<file path="config.mk">
export PLATFORM = sky130hd
export DESIGN_NAME = nibprio_intc
export DESIGN_NICKNAME = d
export VERILOG_FILES = /design/src/rtl/nibprio_pkg.sv /design/src/rtl/nibprio_edge_cap.sv /design/src/rtl/nibprio_regfile.sv /design/src/rtl/nibprio_arb.sv /design/src/rtl/nibprio_intc.sv
export SDC_FILE = /design/constraint.sdc
export NUM_CORES = 1
export LEC_CHECK = 0
export BUFFER_PORTS_ARGS = -buffer_cell sky130_fd_sc_hd__buf_2
export CAP_MARGIN = 20
export CORE_MARGIN = 3
export CORE_UTILIZATION = 50
export CTS_BUF_LIST = sky130_fd_sc_hd__clkbuf_8 sky130_fd_sc_hd__clkbuf_16
export DETAILED_ROUTE_END_ITERATION = 10
export PLACE_DENSITY = 0.75
export SLEW_MARGIN = 40
export SYNTH_ARGS = -nofsm -noshare
export SYNTH_HDL_FRONTEND = slang
export SYNTH_SLANG_ARGS = --single-unit
</file>
<file path="constraint.sdc">
create_clock -name clk -period 3.78 [get_ports clk]
set_input_delay 0.189 -clock clk [delete_from_list [all_inputs] [get_ports clk]]
set_output_delay 0.189 -clock clk [all_outputs]
set_load 0.01 [all_outputs]
</file>
<file path="src/rtl/nibprio_pkg.sv">
package nibprio_pkg;
  localparam int unsigned NUM_REGS       = 4;
  localparam int unsigned FIELDS_PER_REG = 8;
  localparam int unsigned FIELD_W        = 4;
  localparam int unsigned PRIO_W         = 3;
  localparam int unsigned DATA_W         = 32;
  localparam int unsigned ADDR_W         = 3;
  localparam int unsigned NUM_SRC        = 28;
  localparam int unsigned NUM_EXT        = 6;
  localparam int unsigned EXT_LOW_CNT    = 4;
  localparam int unsigned EXT_HIGH_BASE  = 25;
  localparam int unsigned SRC_W          = $clog2(NUM_SRC);
  localparam int unsigned POL_ADDR       = NUM_REGS;

  typedef logic [PRIO_W-1:0] prio_t;

  // source number owned by external pin j (0-based)
  function automatic int unsigned ext_src(input int unsigned j);
    return (j < EXT_LOW_CNT) ? j : (EXT_HIGH_BASE + j - EXT_LOW_CNT);
  endfunction

  // lowest bit of the field of source i inside its register
  function automatic int unsigned field_lo(input int unsigned i);
    return DATA_W - FIELD_W * ((i % FIELDS_PER_REG) + 1);
  endfunction
endpackage

</file>
<file path="src/rtl/nibprio_edge_cap.sv">
module nibprio_edge_cap
  import nibprio_pkg::*;
#(
  parameter int unsigned N_EXT = NUM_EXT
) (
  input  logic             clk,
  input  logic             rst_n,
  input  logic [N_EXT-1:0] pin,
  input  logic [N_EXT-1:0] pol,
  input  logic [N_EXT-1:0] ack,
  output logic [N_EXT-1:0] edge_o,
  output logic [N_EXT-1:0] pend_o
);
  logic [N_EXT-1:0] meta_q, sync_q, last_q, pend_q;

  generate
    for (genvar j = 0; j < N_EXT; j++) begin : g_lane
      logic pend_d, pend_en;

      always_ff @(posedge clk or negedge rst_n) begin
        if (!rst_n) begin
          meta_q[j] <= 1'b0;
          sync_q[j] <= 1'b0;
          last_q[j] <= 1'b0;
        end else begin
          meta_q[j] <= pin[j];
          sync_q[j] <= meta_q[j];
          last_q[j] <= sync_q[j];
        end
      end

      always_comb begin
        edge_o[j] = pol[j] ? (sync_q[j] & ~last_q[j]) : (~sync_q[j] & last_q[j]);
        pend_en   = edge_o[j] | ack[j];
        pend_d    = edge_o[j];              // a fresh edge outranks the acknowledge
      end

      always_ff @(posedge clk or negedge rst_n) begin
        if (!rst_n)       pend_q[j] <= 1'b0;
        else if (pend_en) pend_q[j] <= pend_d;
      end
    end
  endgenerate

  assign pend_o = pend_q;
endmodule

</file>
<file path="src/rtl/nibprio_regfile.sv">
module nibprio_regfile
  import nibprio_pkg::*;
(
  input  logic                           clk,
  input  logic                           rst_n,
  input  logic                           bus_wr,
  input  logic [ADDR_W-1:0]              bus_addr,
  input  logic [DATA_W-1:0]              bus_wdata,
  input  logic [NUM_SRC-1:0]             src_act,
  output logic [DATA_W-1:0]              bus_rdata,
  output logic [NUM_SRC-1:0][PRIO_W-1:0] prio_o,
  output logic [NUM_EXT-1:0]             pol_o,
  output logic [NUM_EXT-1:0]             ext_ack
);
  logic [NUM_SRC-1:0]             fwr;
  logic [NUM_SRC-1:0][PRIO_W-1:0] prio_q;
  logic [NUM_EXT-1:0]             pol_q;
  logic                           pol_we;

  generate
    for (genvar i = 0; i < NUM_SRC; i++) begin : g_field
      localparam int unsigned REG = i / FIELDS_PER_REG;
      localparam int unsigned LO  = field_lo(i);

      assign fwr[i] = bus_wr && (bus_addr == ADDR_W'(REG)) && bus_wdata[LO+PRIO_W];

      always_ff @(posedge clk or negedge rst_n) begin
        if (!rst_n)      prio_q[i] <= '0;
        else if (fwr[i]) prio_q[i] <= bus_wdata[LO +: PRIO_W];
      end
    end

    for (genvar j = 0; j < NUM_EXT; j++) begin : g_ack
      assign ext_ack[j] = fwr[ext_src(j)];
    end
  endgenerate

  assign pol_we = bus_wr && (bus_addr == ADDR_W'(POL_ADDR));

  always_ff @(posedge clk or negedge rst_n) begin
    if (!rst_n)      pol_q <= '0;
    else if (pol_we) pol_q <= bus_wdata[NUM_EXT-1:0];
  end

  always_comb begin
    bus_rdata = '0;
    for (int i = 0; i < NUM_SRC; i++) begin
      if (bus_addr == ADDR_W'(i / FIELDS_PER_REG))
        bus_rdata[field_lo(i) +: FIELD_W] = {src_act[i], prio_q[i]};
    end
    if (bus_addr == ADDR_W'(POL_ADDR))
      bus_rdata[NUM_EXT-1:0] = pol_q;
  end

  assign prio_o = prio_q;
  assign pol_o  = pol_q;
endmodule

</file>
<file path="src/rtl/nibprio_arb.sv">
module nibprio_arb
  import nibprio_pkg::*;
(
  input  logic                           clk,
  input  logic                           rst_n,
  input  logic [NUM_SRC-1:0][PRIO_W-1:0] prio,
  input  logic [NUM_SRC-1:0]             act,
  output logic [PRIO_W-1:0]              level_o,
  output logic [SRC_W-1:0]               src_o
);
  prio_t            best_lvl;
  logic [SRC_W-1:0] best_idx;
  prio_t            level_q;
  logic [SRC_W-1:0] src_q;

  // ascending scan, strict compare: lower index keeps a tie, priority 0 never wins
  always_comb begin
    best_lvl = '0;
    best_idx = '0;
    for (int i = 0; i < NUM_SRC; i++) begin
      if (act[i] && (prio[i] > best_lvl)) begin
        best_lvl = prio[i];
        best_idx = SRC_W'(i);
      end
    end
  end

  always_ff @(posedge clk or negedge rst_n) begin
    if (!rst_n) begin
      level_q <= '0;
      src_q   <= '0;
    end else begin
      level_q <= best_lvl;
      src_q   <= best_idx;
    end
  end

  assign level_o = level_q;
  assign src_o   = src_q;
endmodule

</file>
<file path="src/rtl/nibprio_intc.sv">
module nibprio_intc
  import nibprio_pkg::*;
(
  input  logic                  clk,
  input  logic                  rst_n,
  input  logic                  bus_wr,
  input  logic [ADDR_W-1:0]     bus_addr,
  input  logic [DATA_W-1:0]     bus_wdata,
  output logic [DATA_W-1:0]     bus_rdata,
  input  logic [NUM_EXT-1:0]    ext_pin,
  input  logic [NUM_SRC-1:0]    int_req,
  output logic [PRIO_W-1:0]     irq_level,
  output logic [SRC_W-1:0]      irq_src
);
  logic                           rst_meta_n, rst_sync_n;
  logic [NUM_SRC-1:0][PRIO_W-1:0] prio_vec;
  logic [NUM_EXT-1:0]             pol_vec, ext_ack, ext_edge, ext_pend;
  logic [NUM_SRC-1:0]             src_act;

  // asynchronous assertion, synchronous release
  always_ff @(posedge clk or negedge rst_n) begin
    if (!rst_n) begin
      rst_meta_n <= 1'b0;
      rst_sync_n <= 1'b0;
    end else begin
      rst_meta_n <= 1'b1;
      rst_sync_n <= rst_meta_n;
    end
  end

  always_comb begin
    src_act = int_req;
    for (int j = 0; j < NUM_EXT; j++) src_act[ext_src(j)] = ext_pend[j];
  end

  nibprio_regfile u_regs (
    .clk       (clk),
    .rst_n     (rst_sync_n),
    .bus_wr    (bus_wr),
    .bus_addr  (bus_addr),
    .bus_wdata (bus_wdata),
    .src_act   (src_act),
    .bus_rdata (bus_rdata),
    .prio_o    (prio_vec),
    .pol_o     (pol_vec),
    .ext_ack   (ext_ack)
  );

  nibprio_edge_cap #(.N_EXT(NUM_EXT)) u_edges (
    .clk    (clk),
    .rst_n  (rst_sync_n),
    .pin    (ext_pin),
    .pol    (pol_vec),
    .ack    (ext_ack),
    .edge_o (ext_edge),
    .pend_o (ext_pend)
  );

  nibprio_arb u_arb (
    .clk     (clk),
    .rst_n   (rst_sync_n),
    .prio    (prio_vec),
    .act     (src_act),
    .level_o (irq_level),
    .src_o   (irq_src)
  );
endmodule

</file>
==> results.cfg <==
[global_route]
top_usage_layer = met2
grt_use_met1_pct = 49.27
grt_pass1_wl_mm = 60.66
grt_util_met2_pct = 62.29
grt_use_total_pct = 38.83
met3_usage_pct = 8.153
grt_pass1_vias = 10990
antenna_found_initial = 1
grt_max_degree = 68
grt-ovfl-total = 0

[floorplan]
core_area_mm2 = 0.01827
rows = 49
start_util_pct = 51.84
dieArea_mm2 = 0.02063
fp.dieH_um = 143.6
io_pins = 112
fp.dieW_um = 143.6

[timing]
hold_violations = 0
finalMaxSlewViolations = 0
fin_skew_ps = 15.45
setup_viol = 8
layout_min_cycle_time_ps = 34020
max_slew_margin_pct = 42.21
fin_setup_tns_ps = -241100
fin_crit_sh_pct = 900.0
rsz0062_at_grt = yes
fmax_mhz = 29.40
holdWs_ps = 42.20
final.setup.worst_slack_ps = -30240
max_slew.worst_pin.slew_ps = 866.9

[setup_path]
crit_path_end_kind = flop
r2r-end = u_arb.src_o[3]$_DFF_PN0_
regToRegStartpoint = u_edges.pend_o[0]$_DFFE_PN0P_
crit_path_top_delay_cell = dfrtp_1
ff2ff_path_depth = 198
start_kind = flop
r2r_slack_ps = -30240
cp_slowest_stage_delay_ps = 430
crit_fanout = 4
critical_path_required_ps = 4090
crit_end = u_arb.src_o[3]$_DFF_PN0_
worst_ep_arrival_time_ps = 34330
cpMostUsedCell = ha_4
crit_type = flop to flop
startpoint = u_edges.pend_o[0]$_DFFE_PN0P_

[synth]
synth_top_cell_area_share_pct = 32.77
synth-compound-area-share_pct = 21.63
synth-simple-area-share_pct = 19.73
ys_warn_count = 0
syn_avg_cell_area_um2 = 9.089
synth-xor-area-share_pct = 0
synthAdderAreaFrac_pct = 5.813
synth-main-ff-cell = dfrtp_1
yosysUniqueCellTypes = 90
ys_ff_latch = 124
ys_seq_area_share_pct = 32.77
synth_edf_count = 0
synth_area_leaders = dfrtp_1 33%, mux2_2 11%, nand2_1 5.2%, ha_1 4.2%, nor2_1 4.0%
synth_cells = 1042
yosys-top-cells-count = 130 x nand2_1, 124 x dfrtp_1, 100 x nor2_1, 94 x mux2_2, 57 x a21oi_1
synth.area.mux_share_pct = 16.99
synth_top_family_by_area = compound AO/OA/AOI/OAI gates
synth_top_cell_by_area = dfrtp_1
yosysMostFrequentCell = nand2_1
syn-num-nets = 1146
async_flop_share_pct = 100.0
synth_area_mm2 = 0.009470

[drt]
num_vias = 11340
routedWlPerCell_um = 23.37
wirelength_mm = 42.20
ant_nets = 0
viasPerCell = 6.281
drtPass1Iterations = 6
initialDrtViolationCount = 1078
drc = 0

[finish]
nets = 1667
design_area_mm2 = 0.01497
fin_util_pct = 81.94
area_growth_pct = 58.08
drive_gt1_share_pct = 54.51
fillers = 1062

[worst_hold_path]
hold_class = input pin to flop

[place]
dpl_cell_area_mm2 = 0.01351
dp_hpwl_mm = 30.41
numPortBuffers = 105
place_congestion = 1.015

[clock_network]
clk_pin_slew_ps = 70
numCtsBuffers = 17
cts-htree-levels = 4
clockBufferDepth = 2
root_buffer = clkbuf_16
clock-sinks = 124
worstSkewPairLatency_ps = 440
cts_tree = done

[status]
violations = negative setup slack
outcome = finished, violations left

[job]
drv_cap = 0
-- flip-flops by register name, summed over array words and instances (netlist names) --
signal and count:
rst_meta_n 1, rst_sync_n 1, u_arb.level_o 3, u_arb.src_o 5, u_edges.last_q 6, u_edges.meta_q 6
u_edges.pend_o 6, u_edges.sync_q 6, u_regs.pol_o 6, u_regs.prio_o 84
-- what timing repair did --
action                     4_1_cts  5_1_grt
gates cloned                     0        0
pin swaps                       21      147
hold buffers                     7        0
setup buffers                    9       32
hold endpoints to repair         8        0
gates resized for setup          5       96
setup endpoints to repair        8        8
-- cells by family (layout without fill, tap and decap cells) --
group           count (synthesis)  after routing
compound gates                278            278
fa+ha+maj                      47             47
buf+inv                        73            607
flops                         124            124
mux                           129            129
other cells                     1              2
simple gates                  390            390
-- routing by layer --
| metal | wire [um] | up-vias |
|---|---|---|
| met5 | 13 | - |
| met3 | 3945 | 207 |
| li1 | - | 4937 |
| met4 | 2822 | 2 |
| met1 | 15950 | 5435 |
| met2 | 19460 | 763 |
-- critical path, delay by kind of cell (launching register included) --
| kind | cells | cell delay (ps) |
|---|---|---|
| adder cells (fa/ha/maj) | 36 | 9820 |
| AND/OR/NAND/NOR | 74 | 8880 |
| flip-flops | 1 | 430 |
| buffers and inverters | 7 | 640 |
| multiplexers | 6 | 1530 |
| AO/OA/AOI/OAI | 75 | 12500 |
-- layout by cell type (no fill, tap or decap), drive strengths merged, types with 19 or more instances in the layout --
master / instances
nor2: 101
dfrtp: 124
buf: 517
o21ai: 44
a21oi: 58
mux2i: 19
nor2b: 29
nand2: 132
nand3: 24
inv: 59
ha: 32
and2: 30
a31oi: 21
mux2: 94
-- worst min-delay path by stage --
stage             startpoint                             to  slack (ps)  cells after the start
3_5_place_dp           rst_n           rst_meta_n$_DFF_PN0_         -20                      1
5_1_grt        bus_wdata[14]  u_regs.prio_o[14]$_DFFE_PN0P_          40                      2
3_3_place_gp           rst_n           rst_meta_n$_DFF_PN0_         -30                      1
4_1_cts         bus_wdata[6]  u_regs.prio_o[44]$_DFFE_PN0P_          30                      2
6_report        bus_wdata[6]  u_regs.prio_o[44]$_DFFE_PN0P_          40                      2
2_1_floorplan          rst_n           rst_meta_n$_DFF_PN0_        -110                      0
-- area by class of cell --
cell class	instances	area, um2	area share [%]
diodes	1	2.502	0.01672
clock buffers	17	425.4	2.842
clock inverters	15	113.9	0.7606
inverters	51	191.4	1.279
multi-input cells	845	7122	47.57
flip-flops and latches	124	3107	20.75
well taps	229	286.5	1.914
repair buffers	524	3722	24.86
-- through the flow --
stage	instances	setup slack [ps]
2_1_floorplan	1042	-29250
3_3_place_gp	1724	-29110
3_5_place_dp	1724	-29870
4_1_cts	1772	-29840
5_1_grt	1805	-31650
6_report	1806	-30240
Power is not shown: default switching activity piles up to over one toggle a cycle in this logic, so the estimate is an artifact.
